`src/rtl/xms_pkg.sv`:
```
package xms_pkg;

    typedef enum logic [1:0] {
        XK_DIRECT = 2'b00,
        XK_WINDOW = 2'b01,
        XK_LOOKUP = 2'b10,
        XK_FAULT  = 2'b11
    } xk_e;

    localparam logic [2:0] PERM_ALL  = 3'b111;
    localparam logic [2:0] PERM_NONE = 3'b000;

endpackage

```
`src/rtl/xms_win_match.sv`:
```
module xms_win_match #(
    parameter int ADDR_W   = 64,
    parameter int VA_W     = 48,
    parameter int PA_W     = 48,
    parameter int PLV_W    = 2,
    parameter int PSEG_LSB = 24,
    parameter int PSEG_W   = 4,
    parameter int KEN_BIT  = 0,
    parameter int UEN_BIT  = 3
) (
    input  logic [ADDR_W-1:0] va,
    input  logic [PLV_W-1:0]  plv,
    input  logic [ADDR_W-1:0] cfg,
    output logic              hit,
    output logic [PA_W-1:0]   pa
);
    localparam int SEG_W = ADDR_W - VA_W;
    localparam int LOW_W = PA_W - PSEG_W;
    localparam logic [PLV_W-1:0] PLV_TOP = '1;

    logic             lvl_en;
    logic [SEG_W-1:0] va_seg;
    logic [SEG_W-1:0] cfg_seg;

    assign va_seg  = va[ADDR_W-1:VA_W];
    assign cfg_seg = cfg[ADDR_W-1:VA_W];

    always_comb begin
        if (plv == '0) begin
            lvl_en = cfg[KEN_BIT];
        end else if (plv == PLV_TOP) begin
            lvl_en = cfg[UEN_BIT];
        end else begin
            lvl_en = 1'b0;
        end
    end

    assign hit = lvl_en && (va_seg == cfg_seg);
    assign pa  = {cfg[PSEG_LSB +: PSEG_W], va[LOW_W-1:0]};

endmodule

```
`src/rtl/xms_first_hit.sv`:
```
module xms_first_hit #(
    parameter int N     = 4,
    parameter int IDX_W = 2
) (
    input  logic [N-1:0]     hits,
    output logic             any,
    output logic [IDX_W-1:0] idx
);
    always_comb begin
        any = |hits;
        idx = '0;
        for (int i = N - 1; i >= 0; i--) begin
            if (hits[i]) begin
                idx = IDX_W'(i);
            end
        end
    end
endmodule

```
`src/rtl/xms_ext_check.sv`:
```
module xms_ext_check #(
    parameter int ADDR_W = 64,
    parameter int VA_W   = 48
) (
    input  logic [ADDR_W-1:0] va,
    output logic              canon
);
    localparam int SEG_W = ADDR_W - VA_W;

    logic [SEG_W-1:0] upper;

    assign upper = va[ADDR_W-1:VA_W];
    assign canon = (&upper) || !(|upper);
endmodule

```
`src/rtl/xlat_mode_sel.sv`:
```
module xlat_mode_sel
    import xms_pkg::*;
#(
    parameter int ADDR_W   = 64,
    parameter int VA_W     = 48,
    parameter int PA_W     = 48,
    parameter int N_WIN    = 4,
    parameter int PLV_W    = 2,
    parameter int PSEG_LSB = 24,
    parameter int PSEG_W   = 4,
    parameter int KEN_BIT  = 0,
    parameter int UEN_BIT  = 3,
    localparam int IDX_W   = (N_WIN > 1) ? $clog2(N_WIN) : 1
) (
    input  logic                    clk,
    input  logic                    rst_n,
    input  logic                    in_valid,
    input  logic [ADDR_W-1:0]       in_va,
    input  logic [PLV_W-1:0]        in_plv,
    input  logic                    in_da,
    input  logic                    in_pg,
    input  logic [N_WIN*ADDR_W-1:0] win_cfg,
    output logic                    out_valid,
    output logic [1:0]              out_kind,
    output logic [PA_W-1:0]         out_paddr,
    output logic [2:0]              out_perm,
    output logic [IDX_W-1:0]        out_win,
    output logic [VA_W-1:0]         out_tlb_va
);

    typedef struct packed {
        logic             valid;
        xk_e              kind;
        logic [PA_W-1:0]  paddr;
        logic [2:0]       perm;
        logic [IDX_W-1:0] win;
        logic [VA_W-1:0]  tlb_va;
    } res_t;

    res_t st_d, st_q;

    logic [N_WIN-1:0] win_hit;
    logic [PA_W-1:0]  win_pa [N_WIN];
    logic             any_hit;
    logic [IDX_W-1:0] hit_idx;
    logic             canon;

    // One comparator per window
    for (genvar g = 0; g < N_WIN; g++) begin : g_win
        xms_win_match #(
            .ADDR_W  (ADDR_W),
            .VA_W    (VA_W),
            .PA_W    (PA_W),
            .PLV_W   (PLV_W),
            .PSEG_LSB(PSEG_LSB),
            .PSEG_W  (PSEG_W),
            .KEN_BIT (KEN_BIT),
            .UEN_BIT (UEN_BIT)
        ) u_match (
            .va (in_va),
            .plv(in_plv),
            .cfg(win_cfg[g*ADDR_W +: ADDR_W]),
            .hit(win_hit[g]),
            .pa (win_pa[g])
        );
    end

    xms_first_hit #(
        .N    (N_WIN),
        .IDX_W(IDX_W)
    ) u_first (
        .hits(win_hit),
        .any (any_hit),
        .idx (hit_idx)
    );

    xms_ext_check #(
        .ADDR_W(ADDR_W),
        .VA_W  (VA_W)
    ) u_ext (
        .va   (in_va),
        .canon(canon)
    );

    always_comb begin
        st_d = '0;
        if (in_valid) begin
            st_d.valid = 1'b1;
            if (in_da || !in_pg) begin
                st_d.kind  = XK_DIRECT;
                st_d.paddr = in_va[PA_W-1:0];
                st_d.perm  = PERM_ALL;
            end else if (any_hit) begin
                st_d.kind  = XK_WINDOW;
                st_d.paddr = win_pa[hit_idx];
                st_d.perm  = PERM_ALL;
                st_d.win   = hit_idx;
            end else if (canon) begin
                st_d.kind   = XK_LOOKUP;
                st_d.tlb_va = in_va[VA_W-1:0];
            end else begin
                st_d.kind = XK_FAULT;
            end
        end
    end

    always_ff @(posedge clk or negedge rst_n) begin
        if (!rst_n) begin
            st_q <= '0;
        end else begin
            st_q <= st_d;
        end
    end

    assign out_valid  = st_q.valid;
    assign out_kind   = st_q.kind;
    assign out_paddr  = st_q.paddr;
    assign out_perm   = st_q.perm;
    assign out_win    = st_q.win;
    assign out_tlb_va = st_q.tlb_va;

endmodule

```
`config.mk`:
```
export PLATFORM = sky130hd
export DESIGN_NAME = xlat_mode_sel
export DESIGN_NICKNAME = d
export VERILOG_FILES = /design/src/rtl/xms_pkg.sv /design/src/rtl/xms_win_match.sv /design/src/rtl/xms_first_hit.sv /design/src/rtl/xms_ext_check.sv /design/src/rtl/xlat_mode_sel.sv
export SDC_FILE = /design/constraint.sdc
export NUM_CORES = 1
export LEC_CHECK = 0
export BUFFER_PORTS_ARGS = -buffer_cell sky130_fd_sc_hd__buf_2
export CAP_MARGIN = 20
export CORE_AREA = 2 2 169 171
export CTS_CLUSTER_SIZE = 12
export DETAILED_ROUTE_END_ITERATION = 10
export DIE_AREA = 0 0 171 173
export HOLD_SLACK_MARGIN = 0.15
export PLACE_DENSITY = 0.49
export SLEW_MARGIN = 15
export SYNTH_ARGS = -nofsm -noshare
export SYNTH_HDL_FRONTEND = slang
export SYNTH_HIERARCHICAL = 1
export SYNTH_SLANG_ARGS = --single-unit
```
`constraint.sdc`:
```
create_clock -name clk -period 0.8 [get_ports clk]
set_clock_uncertainty 0.05 [all_clocks]
set_input_delay 0.08 -clock clk [delete_from_list [all_inputs] [get_ports clk]]
set_output_delay 0.08 -clock clk [all_outputs]
set_load 0.05 [all_outputs]
```
==> results.sh <==
export IMPL_status="finished, violations left"
export IMPL_violations="negative setup slack"
export IMPL_areaGrowthSynthToFinish_pct=52.1
export IMPL_synth_cell_type_count=29
export IMPL_cts_path_max_buffers=2
export IMPL_grt_pass1_wl_um=34000
export IMPL_cp_slowest_stage_delay_ns=0.50
export IMPL_dr_pass1_iters=4
export IMPL_crit_arrival_ns=2.52
export IMPL_h_tree_depth=3
export IMPL_syn_inst=649
export IMPL_synth_seq_cells=102
export IMPL_placed_cells=1142
export IMPL_initial_core_util=0.258
export IMPL_worst_pin_slew_ns=0.381
export IMPL_antenna_cells=0
export IMPL_dpl_worst_slack_ns=-2.24
export IMPL_cts_made_buffers=9
export IMPL_synthAdderAreaFrac=0
export IMPL_synth_compound_area_frac=0.0733
export IMPL_cts_root_buf="clkbuf_16"
export IMPL_met2WireLength_um=12200
export IMPL_vias=5387
export IMPL_postLayoutCoreUtil=0.392
export IMPL_fillers=2698
export IMPL_yosysTopAreaCell="dfrtp_1"
export IMPL_drt_iter0_markers=297
export IMPL_wl_um=22800
export IMPL_synth_area_mm2=0.00712
export IMPL_path_cells="buf_8 -> xor2_2 -> nor4_4 -> nand3_4 -> nor3_4 -> nand2b_4 -> a21oi_4 -> buf_12 -> buf_8 -> buf_16 -> mux4_2 -> a32o_1"
export IMPL_top_layer_used="met5"
export IMPL_overflow=0
export IMPL_path_clk_slew_ns=0.07
export IMPL_route_met3_wl_um=1540
export IMPL_pwr_share_clk=0.366
export IMPL_drc_errors=0
export IMPL_synthMuxAreaShare=0.152
export IMPL_final_nets=1176
export IMPL_grt_setup_unrepaired="true"
export IMPL_seqPwrFrac=0.397
export IMPL_power_frac_comb=0.238
export IMPL_drive_gt1_frac=0.612
export IMPL_max_slew_margin=0.744
export IMPL_power_internal_mw=9.72
export IMPL_fin_crit_ns=2.33
export IMPL_cts_hold_buf=42
export IMPL_gp_congestion=0.777
export IMPL_die_y_um=173
export IMPL_crit_path_end_kind="flop"
export IMPL_ir_drop_v=0.000797
export IMPL_grt_total_usage=0.153
export IMPL_netlist_area_leader_share=0.359
export IMPL_vias_per_cell=4.37
export IMPL_period_share=2.91
export IMPL_p_sw_frac=0.281
export IMPL_cts_sinks=102
export IMPL_final_area_mm2=0.0108
export IMPL_cpMostUsedCell="buf_8"
export IMPL_path_max_fanout=5
export IMPL_synth_top_family_by_area="buffers and inverters"
export IMPL_dpl_hpwl_um=15100
export IMPL_wl_per_cell_um=18.5
export IMPL_die_area_mm2=0.0296
export IMPL_finalSetupViolations=205
export IMPL_io_pins=431
export IMPL_place_area_mm2=0.00838
export IMPL_holdCritPathClass="primary input to flop"
export IMPL_slew_violations=0
export IMPL_crit_path_top_delay_cell="mux4_2"
export IMPL_setup_tns_ns=-150.77
export IMPL_grt_pass1_vias=5686
export IMPL_synth_nets=976
export IMPL_antenna_left=0
export IMPL_core_area_mm2=0.0276
export IMPL_num_rows=61
export IMPL_seq_area_frac_synth=0.359
export IMPL_drv_cap=0
export IMPL_power_leakage_nw=5.00
export IMPL_critPathLaunchType="primary input"
export IMPL_p_total_mw=13.5
export IMPL_postSynthAreaPerCell_um2=11.0
export IMPL_power_switching_mw=3.79
export IMPL_path_class="primary input to flop"
export IMPL_finalHoldViolations=0
export IMPL_ys_warn_count=6
export IMPL_fin_cells=1232
export IMPL_antenna_found_initial=1
export IMPL_synth_simple_area_share=0.0805
export IMPL_cts_tree="done"
export IMPL_fmax_mhz=429
export IMPL_p_per_area_mw_per_mm2=1250
export IMPL_worst_ep_required_time_ns=0.99
export IMPL_whs_ns=0.00782
export IMPL_regArea_mm2=0.00255
export IMPL_synthTopCellsByArea="dfrtp_1 36%, buf_4 20%, mux4_2 15%"
export IMPL_synth_xor_area_frac=0.0787
export IMPL_drt_met1_wl_um=8880
export IMPL_grt_max_degree=49
export IMPL_setup_slack_ns=-1.53
export IMPL_fp_dieW_um=171
export IMPL_portBuffers=262
export IMPL_multi_input_area_mm2=0.00336
==> synth_stat cells <==
library cell / instances
a21oi_2: 1
a31oi_1: 4
a32o_1: 48
and2_1: 2
and4b_1: 1
buf_1: 2
buf_12: 2
buf_2: 5
buf_4: 194
buf_6: 1
clkbuf_1: 28
dfrtp_1: 102
inv_1: 49
mux4_2: 48
nand2_1: 2
nand2b_1: 3
nand3_1: 4
nand3b_1: 1
nand4_1: 9
nor2_1: 3
nor2b_1: 1
nor3_1: 49
nor3_2: 4
nor3b_1: 4
nor4_1: 16
o21a_1: 1
or4_1: 1
xnor2_1: 16
xor2_1: 48
==> layout make-up <==
type,count,share of cell area
Clock buffer,11,0.0233
Clock inverter,5,0.00751
Inverter,49,0.0170
Multi-Input combinational cell,266,0.311
Sequential cell,102,0.236
Tap cell,378,0.0437
Timing Repair Buffer,421,0.362
==> sequential cells by signal, summed over array words and instances (netlist names) <==
| name | flops |
|---|---|
| out_paddr | 48 |
| out_tlb_va | 48 |
| out_kind | 2 |
| out_win | 2 |
| out_perm | 1 |
| out_valid | 1 |
==> metal layers <==
| layer | track usage | vias up |
|---|---|---|
| met1 | 0.180 | 2654 |
| li1 | - | 2501 |
| met4 | 0.0332 | 2 |
| met5 | 0 | - |
| met2 | 0.279 | 212 |
| met3 | 0.0403 | 18 |
==> cell usage in the layout (no fill, tap or decap), types with 2 or more instances in the layout <==
cell type and n:
nor3_4 35, buf_8 8, mux4_2 48, nand3_2 2, xor2_2 6, xnor2_1 16
bufinv_16 2, dlygate4sd3_1 42, nor3_2 18, nand4_1 9, nand2b_4 2, a32o_1 47
inv_1 48, clkbuf_8 2, buf_4 70, xor2_1 42, buf_2 146, buf_12 26
nor4_1 10, dfrtp_1 101, a31oi_1 4, nor3b_1 4, clkbuf_16 10, buf_6 120
nor4_2 5, buf_16 7
==> power by group through the flow <==
stage / Combinational (mW) / Sequential (mW) / Clock, mW
2_1_floorplan: 1.44 / 5.91 / 0
3_3_place_gp: 2.64 / 5.43 / 0
3_5_place_dp: 2.66 / 5.43 / 0
4_1_cts: 3.14 / 5.36 / 5.13
5_1_grt: 3.44 / 5.37 / 5.30
6_report: 3.21 / 5.36 / 4.94
==> logic make-up after synthesis <==
family	Yosys count
AO/OA/AOI/OAI	54
XOR/XNOR	64
buffers and inverters	281
flip-flops	102
multiplexers	48
AND/OR/NAND/NOR	100
==> final timing paths <==
check | from | to | slack, ns | cells after the start
max in group asynchronous | rst_n | out_perm[1] | 0.14 | 3
min in group asynchronous | rst_n | out_tlb_va[9] | 0.05 | 2
worst max-delay path | in_va[57] | out_paddr[21] | -1.53 | 12
worst min-delay path | in_va[22] | out_paddr[22] | 0.008 | 2
==> worst max-delay path, delay by kind of cell <==
kind | cells | cell delay [ns]
XOR/XNOR | 1 | 0.18
multiplexers | 1 | 0.50
buffers and inverters | 4 | 0.52
AND/OR/NAND/NOR | 4 | 0.84
AO/OA/AOI/OAI | 2 | 0.39
==> timing repair <==
| action | CTS | global route |
|---|---|---|
| hold endpoints to repair | 199 | 24 |
| setup buffers | 23 | 5 |
| pin swaps | 46 | 68 |
| gates resized for setup | 281 | 53 |
| endpoints found under the setup margin | 205 | 205 |
| gates cloned | 12 | 1 |
Power figures use the tool's default switching activity.
